`config.mk`:
```
export PLATFORM = sky130hd
export DESIGN_NAME = drdy_spi_adc_reader
export DESIGN_NICKNAME = d
export VERILOG_FILES = /design/src/rtl/adcrd_pkg.sv /design/src/rtl/drdy_qualifier.sv /design/src/rtl/spi_byte_engine.sv /design/src/rtl/drdy_spi_adc_reader.sv
export SDC_FILE = /design/constraint.sdc
export NUM_CORES = 1
export LEC_CHECK = 0
export CORE_ASPECT_RATIO = 0.6
export CORE_MARGIN = 3
export CORE_UTILIZATION = 35
export CTS_BUF_LIST = sky130_fd_sc_hd__clkbuf_8
export DETAILED_ROUTE_END_ITERATION = 16
export DONT_BUFFER_PORTS = 1
export GPL_TIMING_DRIVEN = 0
export SETUP_SLACK_MARGIN = 0.1
export SLEW_MARGIN = 25
export SYNTH_ARGS = -nofsm -noshare
export SYNTH_HDL_FRONTEND = slang
export SYNTH_HIERARCHICAL = 1
export SYNTH_SLANG_ARGS = --single-unit
```
`constraint.sdc`:
```
create_clock -name clk -period 1.8 [get_ports clk]
set_input_delay 0.27 -clock clk [delete_from_list [all_inputs] [get_ports clk]]
set_output_delay 0.27 -clock clk [all_outputs]
set_load 0.05 [all_outputs]
```
`src/rtl/adcrd_pkg.sv`:
```
package adcrd_pkg;

    localparam int          NUM_CHAN       = 3;
    localparam int          BYTES_PER_SMP  = 3;
    localparam logic [7:0]  READ_CMD_BASE  = 8'h41;

    typedef enum logic [2:0] {
        RD_IDLE,
        RD_CMD_GO,
        RD_CMD_WAIT,
        RD_DAT_GO,
        RD_DAT_WAIT,
        RD_GAP
    } rd_state_e;

    typedef struct packed {
        logic [1:0]  chan;
        logic [23:0] value;
    } sample_t;

    function automatic logic [7:0] read_cmd(input logic [1:0] addr);
        return {5'b0, addr, 1'b0} | READ_CMD_BASE;
    endfunction

    function automatic logic [31:0] sext24(input logic [23:0] v);
        return {{8{v[23]}}, v};
    endfunction

endpackage

```
`src/rtl/drdy_qualifier.sv`:
```
module drdy_qualifier #(
    parameter int HIGH_QUAL = 8
) (
    input  logic clk,
    input  logic rst,
    input  logic drdy_n,
    output logic trig
);
    localparam int CW = $clog2(HIGH_QUAL + 1);

    logic          meta_q;
    logic          sync_q;
    logic [CW-1:0] high_cnt;

    always_ff @(posedge clk) begin
        if (rst) begin
            meta_q   <= 1'b1;
            sync_q   <= 1'b1;
            high_cnt <= '0;
        end else begin
            meta_q <= drdy_n;
            sync_q <= meta_q;
            if (!sync_q)
                high_cnt <= '0;
            else if (high_cnt != CW'(HIGH_QUAL))
                high_cnt <= high_cnt + 1'b1;
        end
    end

    // fire once: low now, and the line was high long enough just before
    assign trig = !sync_q && (high_cnt == CW'(HIGH_QUAL));

    assert_single_trig_R3: assert property (@(posedge clk) disable iff (rst)
        trig |=> !trig);

endmodule

```
`src/rtl/spi_byte_engine.sv`:
```
module spi_byte_engine #(
    parameter int HALF = 5
) (
    input  logic       clk,
    input  logic       rst,
    input  logic       start,
    input  logic [7:0] tx_byte,
    input  logic       miso,
    output logic       sclk,
    output logic       mosi,
    output logic       done,
    output logic [7:0] rx_byte
);
    localparam int HW = (HALF > 1) ? $clog2(HALF) : 1;

    logic          run_q;
    logic          sclk_q;
    logic          mosi_q;
    logic [7:0]    tx_sh;
    logic [6:0]    rx_sh;
    logic [2:0]    bit_cnt;
    logic [HW-1:0] half_cnt;
    logic          done_q;
    logic [7:0]    rx_q;

    always_ff @(posedge clk) begin
        if (rst) begin
            run_q    <= 1'b0;
            sclk_q   <= 1'b1;
            mosi_q   <= 1'b0;
            tx_sh    <= '0;
            rx_sh    <= '0;
            bit_cnt  <= '0;
            half_cnt <= '0;
            done_q   <= 1'b0;
            rx_q     <= '0;
        end else begin
            done_q <= 1'b0;
            if (!run_q) begin
                if (start) begin
                    run_q    <= 1'b1;
                    tx_sh    <= tx_byte;
                    rx_sh    <= '0;          // flush any leftover bits
                    bit_cnt  <= '0;
                    half_cnt <= '0;
                end
            end else if (half_cnt == HW'(HALF - 1)) begin
                half_cnt <= '0;
                if (sclk_q) begin
                    // leading (falling) edge: launch next bit
                    sclk_q <= 1'b0;
                    mosi_q <= tx_sh[7];
                    tx_sh  <= {tx_sh[6:0], 1'b0};
                end else begin
                    // trailing (rising) edge: capture
                    sclk_q <= 1'b1;
                    rx_sh  <= {rx_sh[5:0], miso};
                    if (bit_cnt == 3'd7) begin
                        run_q  <= 1'b0;
                        done_q <= 1'b1;
                        rx_q   <= {rx_sh, miso};
                    end else begin
                        bit_cnt <= bit_cnt + 1'b1;
                    end
                end
            end else begin
                half_cnt <= half_cnt + 1'b1;
            end
        end
    end

    assign sclk    = sclk_q;
    assign mosi    = mosi_q;
    assign done    = done_q;
    assign rx_byte = rx_q;

    assert_done_on_high_R1: assert property (@(posedge clk) disable iff (rst)
        done |-> sclk);

endmodule

```
`src/rtl/drdy_spi_adc_reader.sv`:
```
module drdy_spi_adc_reader
    import adcrd_pkg::*;
#(
    parameter int PRESCALE  = 2,
    parameter int RATE      = 4,
    parameter int HIGH_QUAL = 8,
    parameter int CS_GAP    = 4
) (
    input  logic        clk,
    input  logic        rst,
    input  logic        drdy_n,
    input  logic        burst_mode,
    input  logic        miso,
    output logic        sclk,
    output logic        mosi,
    output logic        cs_n,
    output logic        smp_valid,
    output logic [1:0]  smp_chan,
    output logic [23:0] smp_data,
    output logic [31:0] smp_data_ext,
    output logic        overrun
);
    localparam int DIV  = PRESCALE * (1 + RATE);
    localparam int HALF = DIV / 2;
    localparam int GW   = (CS_GAP > 1) ? $clog2(CS_GAP) : 1;
    localparam logic [1:0] LAST_CHAN = 2'(NUM_CHAN - 1);
    localparam logic [1:0] LAST_BYTE = 2'(BYTES_PER_SMP - 1);

    logic       trig;
    logic       eng_start;
    logic [7:0] eng_tx;
    logic       eng_done;
    logic [7:0] eng_rx;

    rd_state_e     state;
    logic [1:0]    chan;
    logic [1:0]    bidx;
    logic [15:0]   acc;
    logic          mode_q;
    logic          cs_q;
    logic [GW-1:0] gap_cnt;
    logic          vld_q;
    sample_t       smp_q;
    logic          ovr_q;
    logic [23:0]   acc_next;

    drdy_qualifier #(.HIGH_QUAL(HIGH_QUAL)) u_qual (
        .clk    (clk),
        .rst    (rst),
        .drdy_n (drdy_n),
        .trig   (trig)
    );

    spi_byte_engine #(.HALF(HALF)) u_eng (
        .clk     (clk),
        .rst     (rst),
        .start   (eng_start),
        .tx_byte (eng_tx),
        .miso    (miso),
        .sclk    (sclk),
        .mosi    (mosi),
        .done    (eng_done),
        .rx_byte (eng_rx)
    );

    always_comb begin
        eng_start = (state == RD_CMD_GO) || (state == RD_DAT_GO);
        eng_tx    = (state == RD_CMD_GO) ? read_cmd(mode_q ? 2'd0 : chan) : 8'h00;
        acc_next  = {acc, eng_rx};
    end

    always_ff @(posedge clk) begin
        if (rst) begin
            state   <= RD_IDLE;
            chan    <= '0;
            bidx    <= '0;
            acc     <= '0;
            mode_q  <= 1'b0;
            cs_q    <= 1'b1;
            gap_cnt <= '0;
            vld_q   <= 1'b0;
            smp_q   <= '0;
            ovr_q   <= 1'b0;
        end else begin
            vld_q <= 1'b0;
            if (trig && state != RD_IDLE)
                ovr_q <= 1'b1;
            unique case (state)
                RD_IDLE: if (trig) begin
                    cs_q   <= 1'b0;
                    chan   <= '0;
                    mode_q <= burst_mode;
                    state  <= RD_CMD_GO;
                end
                RD_CMD_GO:  state <= RD_CMD_WAIT;
                RD_CMD_WAIT: if (eng_done) begin
                    // response to the command byte is dropped here
                    bidx  <= '0;
                    state <= RD_DAT_GO;
                end
                RD_DAT_GO:  state <= RD_DAT_WAIT;
                RD_DAT_WAIT: if (eng_done) begin
                    acc <= acc_next[15:0];
                    if (bidx == LAST_BYTE) begin
                        vld_q       <= 1'b1;
                        smp_q.chan  <= chan;
                        smp_q.value <= acc_next;
                        bidx        <= '0;
                        if (chan == LAST_CHAN) begin
                            cs_q  <= 1'b1;
                            state <= RD_IDLE;
                        end else begin
                            chan <= chan + 1'b1;
                            if (mode_q) begin
                                state <= RD_DAT_GO;
                            end else begin
                                cs_q    <= 1'b1;
                                gap_cnt <= '0;
                                state   <= RD_GAP;
                            end
                        end
                    end else begin
                        bidx  <= bidx + 1'b1;
                        state <= RD_DAT_GO;
                    end
                end
                RD_GAP: begin
                    if (gap_cnt == GW'(CS_GAP - 1)) begin
                        cs_q  <= 1'b0;
                        state <= RD_CMD_GO;
                    end else begin
                        gap_cnt <= gap_cnt + 1'b1;
                    end
                end
                default: state <= RD_IDLE;
            endcase
        end
    end

    assign cs_n         = cs_q;
    assign smp_valid    = vld_q;
    assign smp_chan     = smp_q.chan;
    assign smp_data     = smp_q.value;
    assign smp_data_ext = sext24(smp_q.value);
    assign overrun      = ovr_q;

    assert_mosi_on_fall_R1: assert property (@(posedge clk) disable iff (rst)
        !$stable(mosi) |-> $fell(sclk));

    assert_sclk_inside_cs_R6: assert property (@(posedge clk) disable iff (rst)
        $fell(sclk) |-> !cs_n);

    assert_valid_pulse_R7: assert property (@(posedge clk) disable iff (rst)
        smp_valid |=> !smp_valid);

    assert_chan_range_R7: assert property (@(posedge clk) disable iff (rst)
        smp_valid |-> (smp_chan != 2'd3));

    assert_overrun_sticky_R8: assert property (@(posedge clk) disable iff (rst)
        overrun |=> overrun);

endmodule

```
==> impl_metrics.yaml <==
final_layout:
  final_common_cell: "nand2_1"
  finish.utilization_pct: 41.9
  final_nets: 538
  syn_to_final_growth_pct: 12.6
  diodes: 0
  final_cell_mix: "nand2_1, dfxtp_1, a21oi_1, buf_4, mux2i_1"
  fill_cells: 1169
  multi_input_area_mm2: 0.00205
  drive_gt1_share_pct: 22.5
  seq_area_mm2: 0.00189
cts:
  clk_pin_slew_ps: 90
  numCtsBuffers: 9
  clockBufferDepth: 2
  root_buffer: "clkbuf_8"
  htree_levels: 3
  tritoncts: "built"
  numClockSinks: 94
  clk_latency_ps: 360
worst_setup_path:
  critPathMaxFanout: 4
  end_kind: "register"
  required_ps: 2020
  cp-start-kind: "register"
  slowest_stage: "dfxtp_4"
  cp_slowest_stage_delay_ps: 360
  worstPathArrival_ps: 2010
  crit_chain: "inv_2, ha_2, and3b_1, buf_6, and2b_2, mux2i_1, a22oi_2, a21oi_2, a2111oi_2"
  critPathKind: "register to register"
synthesis:
  postSynthAreaPerCell_um2: 8.69
  synth_flop_cell: "dfxtp_1"
  synth_cell_types: 55
  synth_top_area_share_pct: 43.1
  synthArstFlopShare_pct: 0
  synth_cells: 503
  synth-seq-cells: 94
  synth_area_mm2: 0.00437
  synth_area_leaders: "dfxtp_1, nand2_1, a21oi_1, buf_4, mux2i_1"
  yosysWarnings: 6
  ys_seq_area_share_pct: 43.1
  synth_edf_count: 0
  yosysTopAreaCell: "dfxtp_1"
detailed_routing:
  antenna_left: 0
  routed_wirelength_mm: 10.1
  viasPerCell: 4.93
  vias: 3396
  wl_per_cell_um: 14.6
  drt_iter0_drc: 303
  dr.pass1.iters: 4
  drc: 0
flow_run:
  drv_cap: 0
sta:
  tightest_slew_ps: 739
  worst_hold_slack_ps: 41.1
  finalCritPeriodShare_pct: 99.8
  relSlewSlack_pct: 50.7
  maxSlewViolCount: 0
  setup_violations: 0
  rsz0062_at_grt: "true"
  min_period_ps: 1800
  hold_viol_final: 0
  max_freq_mhz: 557
  fin_skew_ps: 9.95
placed_design:
  hpwl_mm: 7.32
  place.gp.congestion: 0.862
  port_buffers: 0
floorplan:
  fp.dieH_um: 92.6
  die-area_mm2: 0.0139
  core-area_mm2: 0.0117
  start_util_pct: 37.2
  fp.dieW_um: 150
  fp-row-count: 30
  ioPinCount: 68
pwr:
  p_int_mw: 3.45
  combPwrFrac_pct: 20.3
  power_switching_mw: 1.44
  clock_power_share_pct: 32.8
  ir_worst_vdd_uv: 445
  seq_power_share_pct: 46.9
  pwr_density_cell_mw_per_mm2: 993
  p_leak_nw: 1.74
  power.share.switching_pct: 29.4
global_routing:
  antenna_found_initial: 0
  grtUsageTotal_pct: 14.6
  first_global_vias: 3172
  grt_first_pass_wirelength_mm: 16.2
  grt_max_degree: 17
  grt.overflow.total: 0
worst_hold_path:
  hp-class: "primary input to register"
outcome:
  status: "complete, no violations"
## synthesized netlist by cell type (2+ instances only)
library cell / instances
nand2_1: 102
dfxtp_1: 94
a21oi_1: 66
buf_4: 37
mux2i_1: 21
nand2b_1: 19
nor2_1: 18
buf_2: 13
nand3_1: 12
clkbuf_1: 10
inv_1: 10
ha_1: 9
nor3_2: 8
a211oi_2: 7
nand3b_1: 6
buf_6: 5
nor2b_1: 5
o211ai_1: 4
a22oi_1: 3
nor3_1: 3
nor3b_1: 3
o21ai_0: 3
o31ai_1: 3
and3b_1: 2
and4bb_2: 2
nand2_2: 2
nor4_1: 2
o21ai_1: 2
or2_2: 2
or3_1: 2
or3b_1: 2
or4_1: 2
xnor2_1: 2
## stage by stage
step	power [mW]	setup TNS [ps]	std cells	setup WS, ps	area (um^2)
global route	5.14	-254	689	-59.7	4920
floorplan	3.08	0	506	107	4380
detailed placement	3.26	-228	666	-82.5	4580
finish	4.89	0	689	4.42	4920
CTS	4.89	0	689	21.0	4880
global placement	3.24	-81.3	666	-40.6	4580
## logic make-up (layout without fill, tap and decap cells)
family | after synthesis | count (layout) | synth area share (%)
AO/OA/AOI/OAI | 94 | 94 | 13.3
XOR/XNOR | 2 | 2 | 0.401
adder cells (fa/ha/maj) | 9 | 9 | 2.58
buffers and inverters | 76 | 99 | 10.9
flip-flops | 94 | 94 | 43.1
multiplexers | 21 | 21 | 4.81
other | 1 | 4 | 0.0858
AND/OR/NAND/NOR | 206 | 206 | 24.9
## worst paths after layout
| kind | start | slack [ps] | end | cells after the start |
|---|---|---|---|---|
| max reg2reg | u_qual/high_cnt[0] | 4 | state[0] | 9 |
| min | miso | 40 | u_eng/rx_sh[0] | 2 |
| min reg2reg | u_qual/meta_q | 420 | u_qual/sync_q | 1 |
| max | u_qual/high_cnt[0] | 4 | state[0] | 9 |
## layout make-up
class | count | share of cell area, %
flip-flops and latches | 94 | 38.4
repair buffers | 7 | 1.25
clock buffers | 10 | 2.80
well taps | 160 | 4.07
multi-input cells | 336 | 41.7
plain buffers | 66 | 9.10
inverters | 10 | 0.763
clock inverters | 6 | 1.88
## worst max-delay path, delay by kind of cell (launching register included)
family | cells | cell delay (ps)
simple gates | 2 | 390
compound gates | 3 | 360
flops | 1 | 360
mux | 1 | 240
fa+ha+maj | 1 | 170
buf+inv | 2 | 140
## power by group through the flow
stage	Clock (mW)	Combinational [mW]	Sequential, mW
final	1.60	0.992	2.30
after global routing	1.74	1.09	2.31
after CTS	1.65	0.947	2.29
after detailed placement	0	0.923	2.34
after global placement	0	0.901	2.34
after floorplan	0	0.763	2.32
## routing by layer
| layer | global-route usage [%] | share of wire [%] | up-vias |
|---|---|---|---|
| met3 | 4.40 | 5.9 | 5 |
| li1 | - | - | 1704 |
| met4 | 3.27 | 0.65 | 0 |
| met1 | 21.9 | 52 | 1614 |
| met2 | 20.2 | 41 | 73 |
| met5 | 0 | 0 | - |
## sequential cells by signal, summed over array words and instances, names as in the netlist, 3 cells and up
register and count:
u_eng/half_cnt 3, u_eng/bit_cnt 3, acc 16, state 3, u_eng/rx_byte 8, u_eng/tx_sh 8
u_qual/high_cnt 4, u_eng/rx_sh 7, smp_data 24
## what timing repair did
item                       in CTS  in global routing
buffers inserted                5                  0
hold endpoints to repair        3                  0
pin swaps                       3                  3
hold buffers                    2                  0
gates resized for setup         8                 13
setup endpoints to repair      23                 34
Note: power is estimated with default switching activity, not from simulation.
